===== src/rtl/spreader_pkg.sv =====
package spreader_pkg;
  localparam int SYM_BITS      = 4;
  localparam int NUM_SYMS      = 1 << SYM_BITS;
  localparam int CHIPS_PER_SYM = 32;
  localparam int CHIP_IDX_W    = $clog2(CHIPS_PER_SYM);
  localparam int BYTE_CHIPS    = 2 * CHIPS_PER_SYM;
  localparam int BYTE_IDX_W    = $clog2(BYTE_CHIPS);
  localparam int ROT_STEP      = 4;

  // Bit k of this word is chip k of symbol 0.
  localparam logic [CHIPS_PER_SYM-1:0] BASE_CODE = 32'h744AC39B;

  typedef struct packed {
    logic                  load;
    logic                  latchI;
    logic                  latchQ;
    logic                  clear;
    logic [BYTE_IDX_W-1:0] chipIdx;
  } ctrlStrobes_t;

  // Symbols 1..7 delay the base code by ROT_STEP chips per step; the upper
  // half of the symbol range inverts the odd chips.
  function automatic logic [CHIPS_PER_SYM-1:0] symbolCode(input int unsigned sym);
    logic [CHIPS_PER_SYM-1:0] code;
    int unsigned shift;
    shift = (sym % (NUM_SYMS / 2)) * ROT_STEP;
    for (int k = 0; k < CHIPS_PER_SYM; k++) begin
      code[k] = BASE_CODE[(k + CHIPS_PER_SYM - shift) % CHIPS_PER_SYM];
      if (sym >= NUM_SYMS / 2 && (k % 2) == 1) code[k] = ~code[k];
    end
    return code;
  endfunction
endpackage


===== src/rtl/spreader_ctrl.sv =====
module spreader_ctrl
  import spreader_pkg::*;
#(
  parameter int CLKS_PER_CHIP = 8
) (
  input  logic         clk,
  input  logic         rstN,
  input  logic         start,
  input  logic         inValid,
  output logic         inReady,
  output logic         chipStb,
  output logic         underrun,
  output logic         active,
  output ctrlStrobes_t strobes
);
  localparam int DIV_W = (CLKS_PER_CHIP > 1) ? $clog2(CLKS_PER_CHIP) : 1;
  localparam logic [DIV_W-1:0] DIV_HALF = DIV_W'(CLKS_PER_CHIP / 2);
  localparam logic [DIV_W-1:0] DIV_LAST = DIV_W'(CLKS_PER_CHIP - 1);
  localparam logic [BYTE_IDX_W-1:0] IDX_LAST = BYTE_IDX_W'(BYTE_CHIPS - 1);

  typedef enum logic [1:0] {ST_IDLE, ST_LOAD, ST_RUN} state_t;

  state_t                state;
  logic [DIV_W-1:0]      divCnt;
  logic [BYTE_IDX_W-1:0] chipIdx;
  logic                  lastTick;
  logic                  takeByte;
  logic                  runDry;

  assign active   = (state == ST_RUN);
  assign lastTick = active && divCnt == DIV_LAST && chipIdx == IDX_LAST;
  assign inReady  = (state == ST_LOAD) || lastTick;
  assign takeByte = inReady && inValid;
  assign runDry   = inReady && !inValid;
  assign chipStb  = active && divCnt == '0;

  always_comb begin
    strobes.load    = takeByte;
    strobes.latchI  = chipStb && !chipIdx[0];
    strobes.latchQ  = active && divCnt == DIV_HALF && !chipIdx[0];
    strobes.clear   = runDry;
    strobes.chipIdx = chipIdx;
  end

  always_ff @(posedge clk or negedge rstN) begin
    if (!rstN) begin
      state    <= ST_IDLE;
      divCnt   <= '0;
      chipIdx  <= '0;
      underrun <= 1'b0;
    end else begin
      case (state)
        ST_IDLE: begin
          if (start) begin
            state    <= ST_LOAD;
            underrun <= 1'b0;
          end
        end
        ST_LOAD: begin
          divCnt  <= '0;
          chipIdx <= '0;
          if (inValid) state <= ST_RUN;
          else begin
            state    <= ST_IDLE;
            underrun <= 1'b1;
          end
        end
        default: begin
          if (lastTick) begin
            divCnt  <= '0;
            chipIdx <= '0;
            if (!inValid) begin
              state    <= ST_IDLE;
              underrun <= 1'b1;
            end
          end else if (divCnt == DIV_LAST) begin
            divCnt  <= '0;
            chipIdx <= chipIdx + 1'b1;
          end else begin
            divCnt <= divCnt + 1'b1;
          end
        end
      endcase
    end
  end

  a_r5_no_back_to_back: assert property (@(posedge clk) disable iff (!rstN)
    chipStb |=> !chipStb);
  a_r8_first_chip_next: assert property (@(posedge clk) disable iff (!rstN)
    (inValid && inReady) |=> chipStb);
  a_r9_underrun_flag: assert property (@(posedge clk) disable iff (!rstN)
    (inReady && !inValid) |=> (underrun && !active));
  a_r10_start_ignored: assert property (@(posedge clk) disable iff (!rstN)
    (active && !inReady) |=> active);
endmodule


===== src/rtl/spreader_datapath.sv =====
module spreader_datapath
  import spreader_pkg::*;
(
  input  logic         clk,
  input  logic         rstN,
  input  ctrlStrobes_t strobes,
  input  logic         runActive,
  input  logic [7:0]   inData,
  output logic         chipVal,
  output logic         iChip,
  output logic         qChip
);
  logic [CHIPS_PER_SYM-1:0] codeTable [NUM_SYMS];
  logic [7:0]               byteReg;
  logic [SYM_BITS-1:0]      sym;
  logic [CHIPS_PER_SYM-1:0] curCode;
  logic [CHIP_IDX_W-1:0]    chipPos;
  logic                     chipNow;
  logic                     chipNext;

  for (genvar s = 0; s < NUM_SYMS; s++) begin : g_code
    assign codeTable[s] = symbolCode(s);
  end

  always_ff @(posedge clk or negedge rstN) begin
    if (!rstN) byteReg <= '0;
    else if (strobes.load) byteReg <= inData;
  end

  assign sym      = strobes.chipIdx[BYTE_IDX_W-1] ? byteReg[7:4] : byteReg[3:0];
  assign curCode  = codeTable[sym];
  assign chipPos  = strobes.chipIdx[CHIP_IDX_W-1:0];
  assign chipNow  = curCode[chipPos];
  assign chipNext = curCode[chipPos | CHIP_IDX_W'(1)];
  assign chipVal  = runActive & chipNow;

  always_ff @(posedge clk or negedge rstN) begin
    if (!rstN) begin
      iChip <= 1'b0;
      qChip <= 1'b0;
    end else if (strobes.clear) begin
      iChip <= 1'b0;
      qChip <= 1'b0;
    end else begin
      if (strobes.latchI) iChip <= chipNow;
      if (strobes.latchQ) qChip <= chipNext;
    end
  end

  a_r6_i_takes_chip: assert property (@(posedge clk) disable iff (!rstN)
    strobes.latchI |=> iChip == $past(chipVal));
  a_r7_q_moves_on_latch: assert property (@(posedge clk) disable iff (!rstN)
    !$stable(qChip) |-> $past(strobes.latchQ || strobes.clear));
  a_r9_rails_quiet: assert property (@(posedge clk) disable iff (!rstN)
    strobes.clear |=> (!iChip && !qChip));
endmodule


===== src/rtl/dsss_spreader.sv =====
module dsss_spreader
  import spreader_pkg::*;
#(
  parameter int CLKS_PER_CHIP = 8
) (
  input  logic       clk,
  input  logic       rstN,
  input  logic       start,
  input  logic [7:0] inData,
  input  logic       inValid,
  output logic       inReady,
  output logic       chipStb,
  output logic       chipVal,
  output logic       iChip,
  output logic       qChip,
  output logic       underrun,
  output logic       active
);
  ctrlStrobes_t strobes;

  spreader_ctrl #(.CLKS_PER_CHIP(CLKS_PER_CHIP)) u_ctrl (
    .clk      (clk),
    .rstN     (rstN),
    .start    (start),
    .inValid  (inValid),
    .inReady  (inReady),
    .chipStb  (chipStb),
    .underrun (underrun),
    .active   (active),
    .strobes  (strobes)
  );

  spreader_datapath u_dp (
    .clk       (clk),
    .rstN      (rstN),
    .strobes   (strobes),
    .runActive (active),
    .inData    (inData),
    .chipVal   (chipVal),
    .iChip     (iChip),
    .qChip     (qChip)
  );
endmodule


===== config.mk =====
export PLATFORM = sky130hd
export DESIGN_NAME = dsss_spreader
export DESIGN_NICKNAME = d
export VERILOG_FILES = /design/src/rtl/spreader_pkg.sv /design/src/rtl/spreader_ctrl.sv /design/src/rtl/spreader_datapath.sv /design/src/rtl/dsss_spreader.sv
export SDC_FILE = /design/constraint.sdc
export NUM_CORES = 1
export LEC_CHECK = 0
export BUFFER_PORTS_ARGS = -buffer_cell sky130_fd_sc_hd__buf_2
export CORE_UTILIZATION = 40
export CTS_CLUSTER_DIAMETER = 50
export DETAILED_ROUTE_END_ITERATION = 8
export GPL_ROUTABILITY_DRIVEN = 1
export PLACE_DENSITY = 0.57
export RECOVER_POWER = 50
export SYNTH_ARGS = -nofsm -noshare
export SYNTH_HDL_FRONTEND = slang
export SYNTH_SLANG_ARGS = --single-unit

===== constraint.sdc =====
create_clock -name clk -period 3.4 [get_ports clk]
set_input_delay 0.17 -clock clk [delete_from_list [all_inputs] [get_ports clk]]
set_output_delay 0.17 -clock clk [all_outputs]
set_load 0.05 [all_outputs]

# Word-level counts from Yosys, hierarchy flattened
# Memories as Yosys holds them, arrays and structs flattened.
# Index checks and enable logic that the tools add are counted.
[word_totals]
regBits = 22
latch_bits = 0
ramBits = 0
romBits = 512
in_bits = 12
elab_cells = 69
mem_count = 1
[mem_list]
columns = ["memory", "words", "word_bits", "read_ports", "rd_clocked_by_memory_dff", "write_ports", "line_no", "text"]
rows = [
  ["(no name shown)", 16, 32, 1, 0, 0, "spreader_datapath.sv:31", "assign curCode = codeTable[sym];"],
]
[op_classes]
n_addsub = 2
n_mul = 0
n_div = 0
order_cmp = 3
n_eq_ne = 7
shifts = 0
mux = 26
bitwise = 3
reduce_logical = 20
[op_table]
columns = ["operator", "count"]
rows = [
  ["$mux 32", 2],
  ["$lt 5x6->1 const B", 2],
  ["$mux 6", 2],
  ["$pmux 6 s2", 1],
  ["$mux 1", 9],
  ["$logic_and 1x1->1", 8],
  ["$mux 2", 4],
  ["$add 6x1->6 const B", 1],
  ["$eq 3x3->1 const B", 2],
  ["$eq 6x6->1 const B", 1],
  ["$mux 3", 2],
  ["$pmux 3 s2", 1],
  ["$reduce_bool 3->1", 2],
  ["$bmux 1 s5", 1],
  ["$ge 5x5->1 const B", 1],
  ["$not 4->5", 1],
  ["$bmux 1 s4", 1],
  ["$mux 4", 1],
  ["$pmux 2 s2", 1],
  ["$reduce_and 2->1", 2],
  ["$reduce_bool 2->1", 2],
  ["$add 3x1->3 const B", 1],
  ["$logic_not 3->1", 1],
  ["$ne 3x1->1 const B", 1],
  ["10 further kinds", 11],
]

# Longest topological paths before layout
# Gate-level depths: netlist of the first run.
[logic_depth]
depth_word = 9
mapped_depth = 11
depth_no_buf = 10

# Cells and area by module
# Synthesis of the first run repeated with hierarchy kept, for this count alone.
[unflattened]
cells_unflattened = 255
hier_area_um2 = 2275.9
[modules_own_cells]
columns = ["module", "n_inst", "cells_each", "area_per_inst_um2"]
rows = [
  ["spreader_datapath", 1, 184, 1600.3],
  ["spreader_ctrl", 1, 71, 675.6],
]

# Worst setup path before layout of the first run
# No wires, ideal clock.
[synth_timing]
path_kind = "reg-to-output"
from = "register u_ctrl.chipIdx[5]"
to = "output port chipVal"
arrival_ns = 3.590
path_slack_ns = -0.360
path_stages_with_launch = 11
path_buffers = 2
path_cell_list = "dfrtp_1 -> buf_6 -> mux2i_4 -> buf_6 -> ha_1 -> a2111oi_2 -> a31oi_4 -> xnor2_1 -> a311o_1 -> o311a_1 -> nor3b_1"
[synth_between]
elab_chain_cells = 8
[synth_lines]
columns = ["element", "line_no", "text"]
rows = [
  ["start, declared", "spreader_ctrl.sv:25", "logic [BYTE_IDX_W-1:0] chipIdx;"],
  ["start signal, assigned", "spreader_ctrl.sv:78", "chipIdx <= chipIdx + 1'b1;"],
  ["$mux 4", "spreader_datapath.sv:30", "assign sym = strobes.chipIdx[BYTE_IDX_W-1] ? byteReg[7:4] : byteReg[3:0];"],
  ["$not 4->5 (not written as such)", "spreader_datapath.sv:31", ""],
  ["$mem_v2 16x32", "n/a", ""],
  ["$mux 32 (not written as such) (2 in series)", "spreader_datapath.sv:31", ""],
  ["$bmux 1 s5", "spreader_datapath.sv:33", "assign chipNow = curCode[chipPos];"],
  ["$mux 1 (not written as such)", "spreader_datapath.sv:33", ""],
  ["$and 1x1->1", "spreader_datapath.sv:35", "assign chipVal = runActive & chipNow;"],
  ["end, declared", "dsss_spreader.sv:13", "output logic chipVal,"],
]
# No other way between the ends. The select of a mux whose other input is x is not followed.

# Worst setup path in the final report of the first run
# Ends and elaborated chain as after synthesis.

==> results.toml, run 1 <==
[cts]
clock_path_buffers = 2
cts_made_buffers = 3
clock_latency_ns = 0.26
cts.clk_slew.worst_paths_ns = 0.08
cts_root_buf = "clkbuf_8"
cts_tree = "built"
h-tree-depth = 1
cts_sinks = 22

[synth]
synth_seq_cells = 22
synth_warnings = 0
yosys.area.top_type_share = 0.241
yosysTopAreaCell = "dfrtp_1"
synth_area_leaders = "dfrtp_1 (24%), ha_1 (6.6%), xnor2_1 (6.5%), mux2i_1 (4.8%), mux2_2 (3.9%)"
syn_inst = 253
postSynth.asyncResetShare = 1.00
syn-num-nets = 277
synth_cell_type_count = 57
synth_ff_type = "dfrtp_1"
yosysSeqAreaShare = 0.241
synth-edff-count = 0
syn_avg_cell_area_um2 = 9.05
netlist_area_um2 = 2290

[pwr]
p_leak_nw = 1.08
netSwitchingFraction = 0.508
p_switching_mw = 1.26
combPwrFrac = 0.733
power_density_nw_per_um2 = 962
vdd_ir_drop_max_v = 0.000415
p_clk_frac = 0.076
p_seq_frac = 0.191
p_int_mw = 1.22

[detailed_routing]
antenna_left = 0
via_count = 2001
wl_per_cell_um = 16.2
drcViolationCount = 0
drt_pass1_iterations = 4
viasPerCell = 5.75
drt_first_iter_violations = 129
finalWirelength_mm = 5.64

[final_layout]
final_core_util = 0.470
drive_above_1_share = 0.250
fillers = 526
antenna_cells = 0
layout_common_cells = "nand2_1 (23), dfrtp_1 (21), xnor2_1 (17)"
fin_nets = 301
syn2layout_area_growth_pct = 13.0
final_common_cell = "nand2_1"

[worst_setup_path]
worst_path_largest_cell_delay_ns = 0.46
cp.arrival_ns = 3.06
crit_type = "flip-flop to primary output"
crit_slowest_cell = "dfrtp_2"
crit_fanout = 7
critPathRequiredTime_ns = 3.23
path_cells = "mux2i_4 > ha_1 > inv_1 > o211ai_1 > a31oi_2 > xnor2_1 > a21oi_1 > o311a_1 > nor3b_2 > clkbuf_4"
cp-start-kind = "flip-flop"
critical_path.endpoint_type = "primary output"

[timing]
setup_viol = 0
period_needed_ns = 3.23
hold_violations = 0
worst_pin_slew_ns = 1.22
max_freq_mhz = 309
fin_skew_ns = 0.00436
slew-limit-headroom = 0.185
finalCritPeriodShare = 0.951
rsz0062_at_grt = "false"
fin_tns_setup_ns = 0
drv_slew = 0

[global_routing]
grt_pass1_wl_mm = 9.64
grt_remaining_overflow = 0
grt_max_degree = 26
grt_pass1_vias = 1930
antenna_found_initial = 0
track_usage = 0.199

[floorplan]
core_um2 = 5510
die_h_um = 77.6
fp.dieW_um = 77.6
die-area_um2 = 6030
ios = 19
rows = 27
initial_utilization = 0.416

[min_path]
hold_class = "input port to flip-flop"

[placement]
portBuffers = 18
gp_congestion = 0.925
dpl.hpwl_mm = 4.21

[run]
cap_violations = 0

[outcome]
status = "completed"
-- worst max-delay path: cells and delay by family, from the launching register on --
family | cells | cell delay, ns
flops | 1 | 0.46
xor+xnor | 1 | 0.15
compound gates | 4 | 0.85
fa+ha+maj | 1 | 0.34
mux | 1 | 0.34
simple gates | 1 | 0.18
buf+inv | 2 | 0.46
-- cells by family (layout without fill, tap and decap cells) --
family,after synthesis,count (layout),synth area share
AO/OA/AOI/OAI,72,72,0.253
AND/OR/NAND/NOR,76,76,0.168
buffers and inverters,29,52,0.0716
XOR/XNOR,17,17,0.0651
adder cells (fa/ha/maj),12,12,0.0656
multiplexers,25,25,0.136
flip-flops,22,22,0.241
-- cell usage after synthesis, types with 2 or more instances --
cell type  count
a2111oi_0      5
a2111oi_2      3
a211o_1        2
a211oi_1       2
a211oi_2       3
a21oi_1        9
a221o_1        2
a22o_1         7
a31oi_1        4
buf_2          4
buf_6          5
clkbuf_1       5
dfrtp_1       22
ha_1          12
inv_1         11
mux2_2         8
mux2_4         2
mux2i_1       11
mux2i_4        2
nand2_1       23
nand2b_1       6
nand3_1        9
nand4_1        5
nor2_1        16
nor2b_1        2
nor3_1         4
nor3b_1        3
nor4_1         2
o211ai_1       3
o21ai_0       13
o311a_1        2
o31ai_1        5
xnor2_1       17
-- state kept, by name, indices dropped and copies added, names as in the netlist --
signal and count:
u_ctrl.chipIdx 6, u_ctrl.divCnt 3, u_ctrl.state 2, u_ctrl.underrun 1, u_dp.byteReg 8, u_dp.iChip 1
u_dp.qChip 1
-- through the flow --
| step | instance area [µm²] | worst slack [ns] | hold slack, ns | cells | power, mW |
|---|---|---|---|---|---|
| after floorplan | 2290 | 0.125 | -0.126 | 253 | 1.85 |
| after global placement | 2490 | 0.260 | 0.166 | 341 | 2.24 |
| after detailed placement | 2490 | 0.210 | 0.177 | 341 | 2.24 |
| after CTS | 2570 | 0.0320 | 0.128 | 348 | 2.46 |
| after global routing | 2590 | 0.00569 | 0.127 | 348 | 2.68 |
| final | 2590 | 0.168 | 0.133 | 348 | 2.49 |
-- what timing repair did --
item,4_1_cts,5_1_grt
hold buffers,1,0
endpoints found under the setup margin,1,1
gates resized for setup,1,5
buffers inserted,2,0
hold endpoints to repair,22,0
-- metal layers --
layer | vias up | track usage | part of all wire
met4 | 0 | 0.0472 | 0.014
met1 | 949 | 0.272 | 0.47
li1 | 995 | - | -
met3 | 8 | 0.0353 | 0.047
met2 | 49 | 0.325 | 0.47
met5 | - | 0 | 0
-- area by class of cell --
class	count	area, µm²	share of cell area
flip-flops and latches	22	552	0.213
well taps	72	90.1	0.0348
inverters	13	56.3	0.0218
repair buffers	35	231	0.0895
clock buffers	4	55.1	0.0213
multi-input cells	202	1600	0.619
-- power groups by stage --
stage	Clock [mW]	Combinational, mW	Sequential, mW
2_1_floorplan	0	1.35	0.493
3_3_place_gp	0	1.76	0.480
3_5_place_dp	0	1.76	0.481
4_1_cts	0.196	1.79	0.476
5_1_grt	0.203	1.97	0.500
6_report	0.190	1.82	0.476
-- path summary, 6_finish.rpt --
| kind | end | depth (start not counted) | slack [ns] | from |
|---|---|---|---|---|
| setup reg to reg | u_dp.iChip | 9 | 0.71 | u_ctrl.chipIdx[5] |
| setup / recovery | chipVal | 10 | 0.17 | u_ctrl.chipIdx[5] |
| hold reg to reg | u_dp.byteReg[7] | 1 | 0.54 | u_dp.byteReg[7] |
| hold / removal | u_dp.byteReg[2] | 2 | 0.13 | inData[2] |
| min in group asynchronous | u_ctrl.divCnt[1] | 2 | 0.67 | rstN |
| max in group asynchronous | u_ctrl.chipIdx[5] | 2 | 1.91 | rstN |
(Power assumes the default switching activity.)
==> run 2, diff against run 1 <==
Settings changed: CORE_ASPECT_RATIO from default to 1.1, PLACE_DENSITY 0.57 to default, PLACE_DENSITY_LB_ADDON from default to 0.12.
==> run 2 against run 1 <==
Against the previous run:
- clock skew rose by 0.0028 ns
- routed wire length fell by 0.67%
- power rose by 0.67%
- via count fell by 0.15%
- first-iteration DRC count rose by 82%
- core utilization fell by 0.15 points
- die area barely moved
- largest cell class unchanged
- critical path depth rose by 1
- sequential share of layout area rose by 0.37 points
- final cell count fell by 1.4%
- clock power rose by 31%
==> results.toml, run 2 (synthesis results as in run 1) <==
[final_layout]
regMostFlops = "u_dp.byteReg"
fin_nets = 293
layout_common_cells = "nand2_1 (23), dfrtp_1 (21), xnor2_1 (17)"
fin_cells = 343
drive_above_1_share = 0.216
syn2layout_area_growth_pct = 11.1
final_common_cell = "nand2_1"
design_area_um2 = 2540
antenna_cells = 0
largest_reg_flops = 8
top_regs = "u_dp.byteReg (8), u_ctrl.chipIdx (6), u_ctrl.divCnt (3)"

[global_routing]
track_usage = 0.205
grt_pass1_vias = 1864
use_met1 = 0.298
use_met3 = 0.0285
antenna_found_initial = 0
grt_max_degree = 26
grt_pass1_wl_mm = 9.43
use_met2 = 0.307
busiest_layer = "met2"
grt_remaining_overflow = 0

[outcome]
status = "completed"

[floorplan]
fp.dieW_um = 74.1
die_h_um = 81.3
initial_utilization = 0.421
die-area_um2 = 6030
core_um2 = 5430
ios = 19
rows = 28

[placement]
portBuffers = 18
dpl.hpwl_mm = 4.13
place_ws_ns = 0.390
gp_congestion = 0.851
dp_cells = 338
placed_area_um2 = 2460

[timing]
period_needed_ns = 3.23
hold_violations = 0
worst_slack_ns = 0.168
finalCritPeriodShare = 0.951
drv_slew = 0
slew-limit-headroom = 0.197
rsz0062_at_grt = "false"
fin_skew_ns = 0.00716
worst_pin_slew_ns = 1.21
fin_tns_setup_ns = 0
max_freq_mhz = 309
setup_viol = 0

[detailed_routing]
drcViolationCount = 0
antenna_left = 0
wl_per_cell_um = 16.3
via_count = 1998
finalWirelength_mm = 5.60
drt_pass1_iterations = 4
drt_first_iter_violations = 235
viasPerCell = 5.83

[worst_setup_path]
cp-start-kind = "flip-flop"
path_common_cell = "buf_4"
cp.arrival_ns = 3.06
cp.depth = 11
r2r_slack_ns = 0.66
critPathBufInv = 3
critPathRequiredTime_ns = 3.23
critical_path.endpoint_type = "primary output"
crit_fanout = 7
crit_slowest_cell = "dfrtp_2"
crit_type = "flip-flop to primary output"
worst_path_largest_cell_delay_ns = 0.46
crit_family = "compound AO/OA/AOI/OAI gates"
reg2reg_to = "u_dp.iChip"
path_cells = "mux2i_4 > ha_1 > inv_1 > a2111oi_1 > a31oi_1 > xnor2_1 > a21o_1 > a311oi_1 > buf_4 > nor3b_2 > buf_4"
startpoint = "u_ctrl.chipIdx[5]"
timing.rr.start = "u_ctrl.chipIdx[5]"
reg2reg_depth = 10

[cts]
cts.clk_slew.worst_paths_ns = 0.08
cts_made_buffers = 3
clock_path_buffers = 2
post-cts-setup-buffers = 0
cts_tree = "built"
clock_latency_ns = 0.27
cts_sinks = 22
cts_root_buf = "clkbuf_8"
h-tree-depth = 1

[pwr]
vdd_ir_drop_max_v = 0.000391
p_leak_nw = 1.05
power_density_nw_per_um2 = 985

[min_path]
hold_class = "input port to flip-flop"
min_from = "inData[3]"
hold_end = "u_dp.byteReg[3]"
worstHoldPathCells = 2

[run]
cap_violations = 0
[run 2: worst max path at each step]
| stage | endpoint | slack [ns] |
|---|---|---|
| 2_1_floorplan | chipVal | 0.13 |
| 3_3_place_gp | chipVal | 0.39 |
| 3_5_place_dp | chipVal | 0.39 |
| 5_1_grt | chipVal | 0.002 |
| 6_report | chipVal | 0.17 |
| 4_1_cts | chipVal | 0.07 |
[run 2: cell type report]
class	instances	area (µm²)
clock buffer	3	41.3
clock inverter	1	30.0
fill	544	2890
inverter	13	56.3
multi-input combinational	202	1590
sequential	22	552
tap	75	93.8
timing repair buffer	27	184
[run 2: through the flow]
stage	util	hold slack, ns	power, mW
floorplan	-	-0.126	1.85
global placement	0.453	0.167	2.24
detailed placement	0.453	0.166	2.24
CTS	0.468	0.123	2.50
global route	0.468	0.124	2.70
finish	0.468	0.129	2.50
[run 2: power breakdown]
group	internal (mW)	leakage, nW	switching (mW)
combinational	0.741	0.742	1.02
clock	0.157	0.0357	0.0915
sequential	0.355	0.272	0.137
[run 2: repair_timing]
item | in CTS | in global routing
endpoints found under the setup margin | 0 | 1
endpoints found under the hold margin | 22 | 0
gates resized for setup | 0 | 6
hold buffers | 1 | 0
[run 2: routing by layer]
metal  routed length [µm]  vias up
li1                     -      972
met1                 2690      958
met2                 2590       58
met3                  207       10
met4                  114        0
met5                    0        -
